<file path="src/rtl/asid_pkg.sv">
package asid_pkg;
  typedef enum logic {
    ST_RUN  = 1'b0,
    ST_WAIT = 1'b1
  } alloc_state_e;
endpackage

</file>
<file path="src/rtl/asid_free_find.sv">
// Lowest-zero search in two levels: per-group search, then group select.
module asid_free_find #(
  parameter int N     = 256,
  parameter int GROUP = 16
) (
  input  logic [N-1:0]         used_i,
  output logic                 found_o,
  output logic [$clog2(N)-1:0] idx_o
);
  localparam int IDX_W   = $clog2(N);
  localparam int GROUP_W = $clog2(GROUP);
  localparam int GRP_N   = N / GROUP;
  localparam int GSEL_W  = $clog2(GRP_N);

  logic [GRP_N-1:0]   grp_free;
  logic [GROUP_W-1:0] grp_idx [GRP_N];
  logic [GSEL_W-1:0]  sel;

  function automatic logic [GROUP_W-1:0] low_zero(input logic [GROUP-1:0] v);
    logic [GROUP_W-1:0] r;
    r = '0;
    for (int b = GROUP - 1; b >= 0; b--) begin
      if (!v[b]) r = b[GROUP_W-1:0];
    end
    return r;
  endfunction

  for (genvar g = 0; g < GRP_N; g++) begin : g_grp
    assign grp_free[g] = ~&used_i[g*GROUP +: GROUP];
    assign grp_idx[g]  = low_zero(used_i[g*GROUP +: GROUP]);
  end

  always_comb begin
    sel = '0;
    for (int g = GRP_N - 1; g >= 0; g--) begin
      if (grp_free[g]) sel = g[GSEL_W-1:0];
    end
  end

  assign found_o = |grp_free;
  assign idx_o   = IDX_W'({sel, grp_idx[sel]});
endmodule

</file>
<file path="src/rtl/asid_bitmap.sv">
module asid_bitmap #(
  parameter int N = 256
) (
  input  logic                 clk_i,
  input  logic                 rst_ni,
  input  logic                 clear_i,
  input  logic                 set_i,
  input  logic [$clog2(N)-1:0] set_idx_i,
  output logic [N-1:0]         used_o
);
  // Bit 0 is the reserved identifier: always marked used.
  localparam logic [N-1:0] BASE_MAP = {{(N-1){1'b0}}, 1'b1};

  logic [N-1:0] used_q, used_d;

  always_comb begin
    used_d = clear_i ? BASE_MAP : used_q;
    if (set_i) used_d[set_idx_i] = 1'b1;
  end

  always_ff @(posedge clk_i or negedge rst_ni) begin
    if (!rst_ni) used_q <= BASE_MAP;
    else         used_q <= used_d;
  end

  assign used_o = used_q;

  assert_set_free_R5: assert property (@(posedge clk_i) disable iff (!rst_ni)
    (set_i && !clear_i) |-> !used_q[set_idx_i]);
  assert_reserved_R4: assert property (@(posedge clk_i) disable iff (!rst_ni)
    set_i |-> (set_idx_i != '0));
endmodule

</file>
<file path="src/rtl/asid_ctl.sv">
module asid_ctl
  import asid_pkg::*;
(
  input  logic clk_i,
  input  logic rst_ni,
  input  logic req_i,
  input  logic found_i,
  input  logic flush_done_i,
  output logic ready_o,
  output logic grant_fire_o,
  output logic refill_o,
  output logic flush_fire_o
);
  alloc_state_e state_q, state_d;
  logic accept;

  assign ready_o      = (state_q == ST_RUN);
  assign accept       = ready_o && req_i;
  assign flush_fire_o = accept && !found_i;
  assign refill_o     = (state_q == ST_WAIT) && flush_done_i;
  assign grant_fire_o = (accept && found_i) || refill_o;

  always_comb begin
    state_d = state_q;
    if (flush_fire_o) state_d = ST_WAIT;
    else if (refill_o) state_d = ST_RUN;
  end

  always_ff @(posedge clk_i or negedge rst_ni) begin
    if (!rst_ni) state_q <= ST_RUN;
    else         state_q <= state_d;
  end

  assert_wait_exit_R8: assert property (@(posedge clk_i) disable iff (!rst_ni)
    (state_q == ST_WAIT && flush_done_i) |=> (state_q == ST_RUN));
  assert_wait_hold_R7: assert property (@(posedge clk_i) disable iff (!rst_ni)
    (state_q == ST_WAIT && !flush_done_i) |=> (state_q == ST_WAIT));
  assert_done_ignored_R9: assert property (@(posedge clk_i) disable iff (!rst_ni)
    (state_q == ST_RUN && flush_done_i && !req_i) |=> (state_q == ST_RUN));
endmodule

</file>
<file path="src/rtl/asid_alloc.sv">
module asid_alloc #(
  parameter int ASID_W = 8,
  parameter int GROUP  = 16
) (
  input  logic              clk_i,
  input  logic              rst_ni,
  input  logic              req_i,
  output logic              ready_o,
  output logic              grant_valid_o,
  output logic [ASID_W-1:0] grant_asid_o,
  output logic              flush_req_o,
  input  logic              flush_done_i
);
  localparam int N = 1 << ASID_W;
  localparam logic [ASID_W-1:0] FIRST_ASID = ASID_W'(1);

  logic [N-1:0]      used;
  logic              found;
  logic [ASID_W-1:0] free_idx, pick_idx;
  logic              grant_fire, refill, flush_fire;

  asid_free_find #(.N(N), .GROUP(GROUP)) i_find (
    .used_i (used),
    .found_o(found),
    .idx_o  (free_idx)
  );

  asid_ctl i_ctl (
    .clk_i       (clk_i),
    .rst_ni      (rst_ni),
    .req_i       (req_i),
    .found_i     (found),
    .flush_done_i(flush_done_i),
    .ready_o     (ready_o),
    .grant_fire_o(grant_fire),
    .refill_o    (refill),
    .flush_fire_o(flush_fire)
  );

  // After a refill the cleared map's lowest free entry is known.
  assign pick_idx = refill ? FIRST_ASID : free_idx;

  asid_bitmap #(.N(N)) i_map (
    .clk_i    (clk_i),
    .rst_ni   (rst_ni),
    .clear_i  (refill),
    .set_i    (grant_fire),
    .set_idx_i(pick_idx),
    .used_o   (used)
  );

  always_ff @(posedge clk_i or negedge rst_ni) begin
    if (!rst_ni) begin
      grant_valid_o <= 1'b0;
      grant_asid_o  <= '0;
      flush_req_o   <= 1'b0;
    end else begin
      grant_valid_o <= grant_fire;
      flush_req_o   <= flush_fire;
      if (grant_fire) grant_asid_o <= pick_idx;
    end
  end

  assert_no_zero_grant_R4: assert property (@(posedge clk_i) disable iff (!rst_ni)
    grant_valid_o |-> (grant_asid_o != '0));
  assert_grant_cause_R3: assert property (@(posedge clk_i) disable iff (!rst_ni)
    grant_valid_o |-> ($past(req_i && ready_o) || $past(flush_done_i && !ready_o)));
  assert_flush_pulse_R6: assert property (@(posedge clk_i) disable iff (!rst_ni)
    flush_req_o |-> (!grant_valid_o && !ready_o));
  assert_flush_single_R6: assert property (@(posedge clk_i) disable iff (!rst_ni)
    flush_req_o |=> !flush_req_o);
  assert_wait_silent_R7: assert property (@(posedge clk_i) disable iff (!rst_ni)
    !ready_o |-> !grant_valid_o);
endmodule

</file>
<file path="config.mk">
export PLATFORM = sky130hd
export DESIGN_NAME = asid_alloc
export DESIGN_NICKNAME = d
export VERILOG_FILES = /design/src/rtl/asid_pkg.sv /design/src/rtl/asid_free_find.sv /design/src/rtl/asid_bitmap.sv /design/src/rtl/asid_ctl.sv /design/src/rtl/asid_alloc.sv
export SDC_FILE = /design/constraint.sdc
export NUM_CORES = 1
export LEC_CHECK = 0
export BUFFER_PORTS_ARGS = -buffer_cell sky130_fd_sc_hd__clkbuf_2
export CELL_PAD_IN_SITES_DETAIL_PLACEMENT = 0
export CELL_PAD_IN_SITES_GLOBAL_PLACEMENT = 1
export CORE_UTILIZATION = 55
export CTS_BUF_LIST = sky130_fd_sc_hd__clkbuf_8
export DETAILED_ROUTE_END_ITERATION = 8
export PLACE_DENSITY = 0.9
export SLEW_MARGIN = 10
export SYNTH_ARGS = -nofsm -noshare
export SYNTH_HDL_FRONTEND = slang
export SYNTH_SLANG_ARGS = --single-unit
</file>
<file path="constraint.sdc">
create_clock -name clk_i -period 10 [get_ports clk_i]
set_input_delay 2 -clock clk_i [delete_from_list [all_inputs] [get_ports clk_i]]
set_output_delay 2 -clock clk_i [all_outputs]
set_load 0.03 [all_outputs]
</file>
==> reports/qor.tcl <==
set qor(result_of_the_run) {completed}
set qor(postRouteWirelength_um) 44500
set qor(route.antenna.remaining_nets) 0
set qor(std_cell_rows) 57
set qor(routed_wire_length_per_instance_um) 23.4
set qor(die_y_um) 160
set qor(grt.busiest_layer) {met2}
set qor(postSynthCellCount) 1552
set qor(synth_top_family_by_area) {simple AND/OR/NAND/NOR gates}
set qor(clock.fmax_mhz) 174
set qor(groute.usage.overall_pct) 35.4
set qor(destination_of_the_worst_register_to_register_timing_path) {i_map.used_o[20]}
set qor(place_worst_setup_slack_ps) 4500
set qor(synth.distinct_cells) 67
set qor(fill_cells) 2163
set qor(grt.met2_usage_pct) 52.6
set qor(setup_buffers_after_cts) 0
set qor(yosys_warnings) 0
set qor(drcViolationCount) 0
set qor(p_clk_share_pct) 26.8
set qor(core-area_um2) 24300
set qor(globalRouteMet3Util_pct) 6.62
set qor(rsz0062_at_grt) {no}
set qor(grt_max_degree) 153
set qor(numPlacedInstances) 1826
set qor(power_w) 0.00374
set qor(timing.final.crit_period_ps) 5740
set qor(starting_density_of_the_core_pct) 56.1
set qor(final-hold-violation-count) 0
set qor(via_count) 12532
set qor(number_of_nets_in_the_final_layout) 1553
set qor(routabilityCongestion) 1.05
set qor(peakVddDrop_mv) 0.246
set qor(met1_track_usage_gr_pct) 50.0
set qor(drt-pass1-iter-count) 6
set qor(max_cap_violations) 0
set qor(die-width_um) 160
set qor(slew_at_the_pin_closest_to_its_max_slew_limit_ps) 1130
set qor(min_delay_path_depth) 2
set qor(synth_async_sr_flop_share_pct) 100
set qor(dp.final_hpwl_um) 29500
set qor(synthesis.area_per_instance_um2) 8.79
set qor(rrSetupSlack_ps) 4260
set qor(power.internal_w) 0.00195
set qor(cts_buffer_depth) 3
set qor(synth_seq_cells) 267
set qor(grt_first_pass_wirelength_um) 69300
set qor(p_per_area_nw_per_um2) 252
set qor(hold_buffers) 0
set qor(min_to) {i_map.used_o[8]}
set qor(classification_of_the_worst_setup_path) {reg2reg}
set qor(final.period_utilization_pct) 57.4
set qor(startpoint_type) {register}
set qor(final_antenna_diode_count) 0
set qor(clkLatencyLatePin_ps) 570
set qor(crit_arrival_ps) 6210
set qor(cts_tree) {built}
set qor(antenna_found_initial) 0
set qor(compound_cell_area_share_of_the_yosys_netlist_pct) 22.4
set qor(synthesis.nets) 1556
set qor(die_area_um2) 25400
set qor(critical_path.reg2reg.startpoint) {i_map.used_o[149]}
set qor(syn_area_um2) 13600
set qor(worstSetupStartpoint) {i_map.used_o[149]}
set qor(instances_no_fill) 1903
set qor(detail_route.vias_per_cell) 6.59
set qor(postCtsResizedCells) 0
set qor(worst_r2r_path_depth) 12
set qor(adder_cell_fraction_of_synth_area_pct) 0
set qor(grt.overflow.total) 0
set qor(post-route-worst-setup-slack_ps) 4260
set qor(multi_input_gate_area_in_the_final_layout_um2) 6380
set qor(post_route_cells_drive_above_1_share_pct) 9.31
set qor(post_synth_and_or_nand_nor_area_fraction_pct) 23.6
set qor(synth_edf_count) 0
set qor(sequentialPowerShare_pct) 31.2
set qor(path_max_fanout) 23
set qor(hold_ws_ps) 525
set qor(ys.flop_type) {sky130_fd_sc_hd__dfrtp_1}
set qor(holdCritStartpoint) {i_map.used_o[8]}
set qor(net-switching-power_w) 0.00180
set qor(p_sw_share_pct) 48.0
set qor(htreeDepth) 2
set qor(fin_skew_ps) 34.1
set qor(final-setup-viol-count) 0
set qor(synth.area.mux_share_pct) 0.440
set qor(flow.area_growth_from_synthesis_pct) 8.77
set qor(ys_seq_area_share_pct) 49.0
set qor(tritoncts.num_buffers) 45
set qor(regArea_um2) 6680
set qor(worstSetupEndpointType) {register}
set qor(power.share.combinational_pct) 42.0
set qor(number_of_global_route_vias_before_repair) 11917
set qor(leakage_nw) 5.82
set qor(timing.setup.tns_ps) 0
set qor(root_buffer) {sky130_fd_sc_hd__clkbuf_8}
set qor(finalMaxSlewViolations) 0
set qor(top_level_ports) 15
set qor(initialDrtViolationCount) 1796
set qor(hold_path.class) {reg2reg}
set qor(crit_required_ps) 10470
set qor(port_buffers) 14
set qor(cts.reportedPaths.clkPinSlew_ps) 70
set qor(numClockSinks) 267
set qor(synth_xor_area_share_pct) 0
set qor(timing.max_slew.rel_slack_pct) 24.6
[registers in the layout (all words and copies together), names as in the netlist]
signal         count
grant_valid_o      1
flush_req_o        1
grant_asid_o       8
i_map.used_o     256
i_ctl.state_q      1
[power groups by stage]
| stage | combinational, W | clock [W] | sequential, W |
|---|---|---|---|
| after floorplan | 0.000814 | 0 | 0.00119 |
| after global placement | 0.00150 | 0 | 0.00118 |
| after detailed placement | 0.00151 | 0 | 0.00119 |
| after CTS | 0.00151 | 0.00101 | 0.00117 |
| after global routing | 0.00159 | 0.00106 | 0.00118 |
| final | 0.00157 | 0.00100 | 0.00117 |
[layout make-up]
class / count / share of cell area, %
repair buffers: 36 / 1.74
well taps: 324 / 2.73
clock inverters: 20 / 0.919
flip-flops and latches: 267 / 45.0
multi-input cells: 1147 / 43.0
inverters: 52 / 1.31
clock buffers: 57 / 5.28
[cell families after synthesis]
logic type,after synthesis
and+or+nand+nor,673
AOI/OAI and AO/OA,468
DFF,267
buffers and inverters,138
muxes,6
[worst max-delay path: stages, from the launching register on]
cell and delay [ps]:
sky130_fd_sc_hd__dfrtp_1 410, sky130_fd_sc_hd__nand4_1 190, sky130_fd_sc_hd__nor4_1 870, sky130_fd_sc_hd__nand3_1 300, sky130_fd_sc_hd__a31o_2 350, sky130_fd_sc_hd__a21oi_4 430
sky130_fd_sc_hd__buf_4 380, sky130_fd_sc_hd__a2bb2oi_1 250, sky130_fd_sc_hd__nor2_1 70, sky130_fd_sc_hd__o21ai_0 320, sky130_fd_sc_hd__nand4_2 490, sky130_fd_sc_hd__or4_1 1180
sky130_fd_sc_hd__o21ai_0 380
[routing by layer]
metal  vias up  part of all wire [%]
met1      6104                    43
li1       5684                     -
met5         -                     0
met2       600                    43
met3       144                   8.7
met4         0                   4.8
[synth_stat cells, types with 17 or more instances]
| cell | instances | area [um^2] |
|---|---|---|
| sky130_fd_sc_hd__nor2b_1 | 20 | 125 |
| sky130_fd_sc_hd__o21ai_0 | 153 | 766 |
| sky130_fd_sc_hd__a32o_1 | 17 | 170 |
| sky130_fd_sc_hd__or3_1 | 18 | 113 |
| sky130_fd_sc_hd__o22ai_1 | 17 | 106 |
| sky130_fd_sc_hd__o221ai_1 | 18 | 158 |
| sky130_fd_sc_hd__nand3_1 | 58 | 290 |
| sky130_fd_sc_hd__clkbuf_1 | 52 | 195 |
| sky130_fd_sc_hd__nor3_1 | 18 | 90.1 |
| sky130_fd_sc_hd__buf_2 | 19 | 95.1 |
| sky130_fd_sc_hd__o21ai_1 | 45 | 225 |
| sky130_fd_sc_hd__a21oi_1 | 26 | 130 |
| sky130_fd_sc_hd__o31ai_1 | 61 | 458 |
| sky130_fd_sc_hd__o211ai_1 | 23 | 173 |
| sky130_fd_sc_hd__dfrtp_1 | 266 | 6660 |
| sky130_fd_sc_hd__inv_1 | 52 | 195 |
| sky130_fd_sc_hd__a31oi_1 | 45 | 282 |
| sky130_fd_sc_hd__nand2_1 | 346 | 1300 |
| sky130_fd_sc_hd__nand4_1 | 73 | 457 |
| sky130_fd_sc_hd__nor2_1 | 61 | 229 |
[worst max path at each step]
stage,end,slack (ps),cells past startpoint
after floorplan,i_map.used_o[114],6300,7
after global placement,i_map.used_o[20],4560,12
after detailed placement,i_map.used_o[20],4500,12
after CTS,i_map.used_o[20],4450,12
after global routing,i_map.used_o[52],4190,12
final,i_map.used_o[20],4260,12
[cell usage in the layout, fill, tap and decap left out, drive strengths merged, types with 24 or more instances in the layout]
master and instances:
o31ai 71, clkbuf 70, nand3 58, nand2 346, dfrtp 266, a21oi 27, nor4 24, o21ai 201
o211ai 24, a31oi 45, inv 65, nand4 75, nor2 62
[metrics by stage]
stage	instance area, um^2	utilization, %
after global routing	14800	61.0
final	14800	61.0
after global placement	13900	57.3
after CTS	14800	61.0
after floorplan	13600	-
after detailed placement	13900	57.3
No activity file was read; power rests on OpenSTA's default activity.
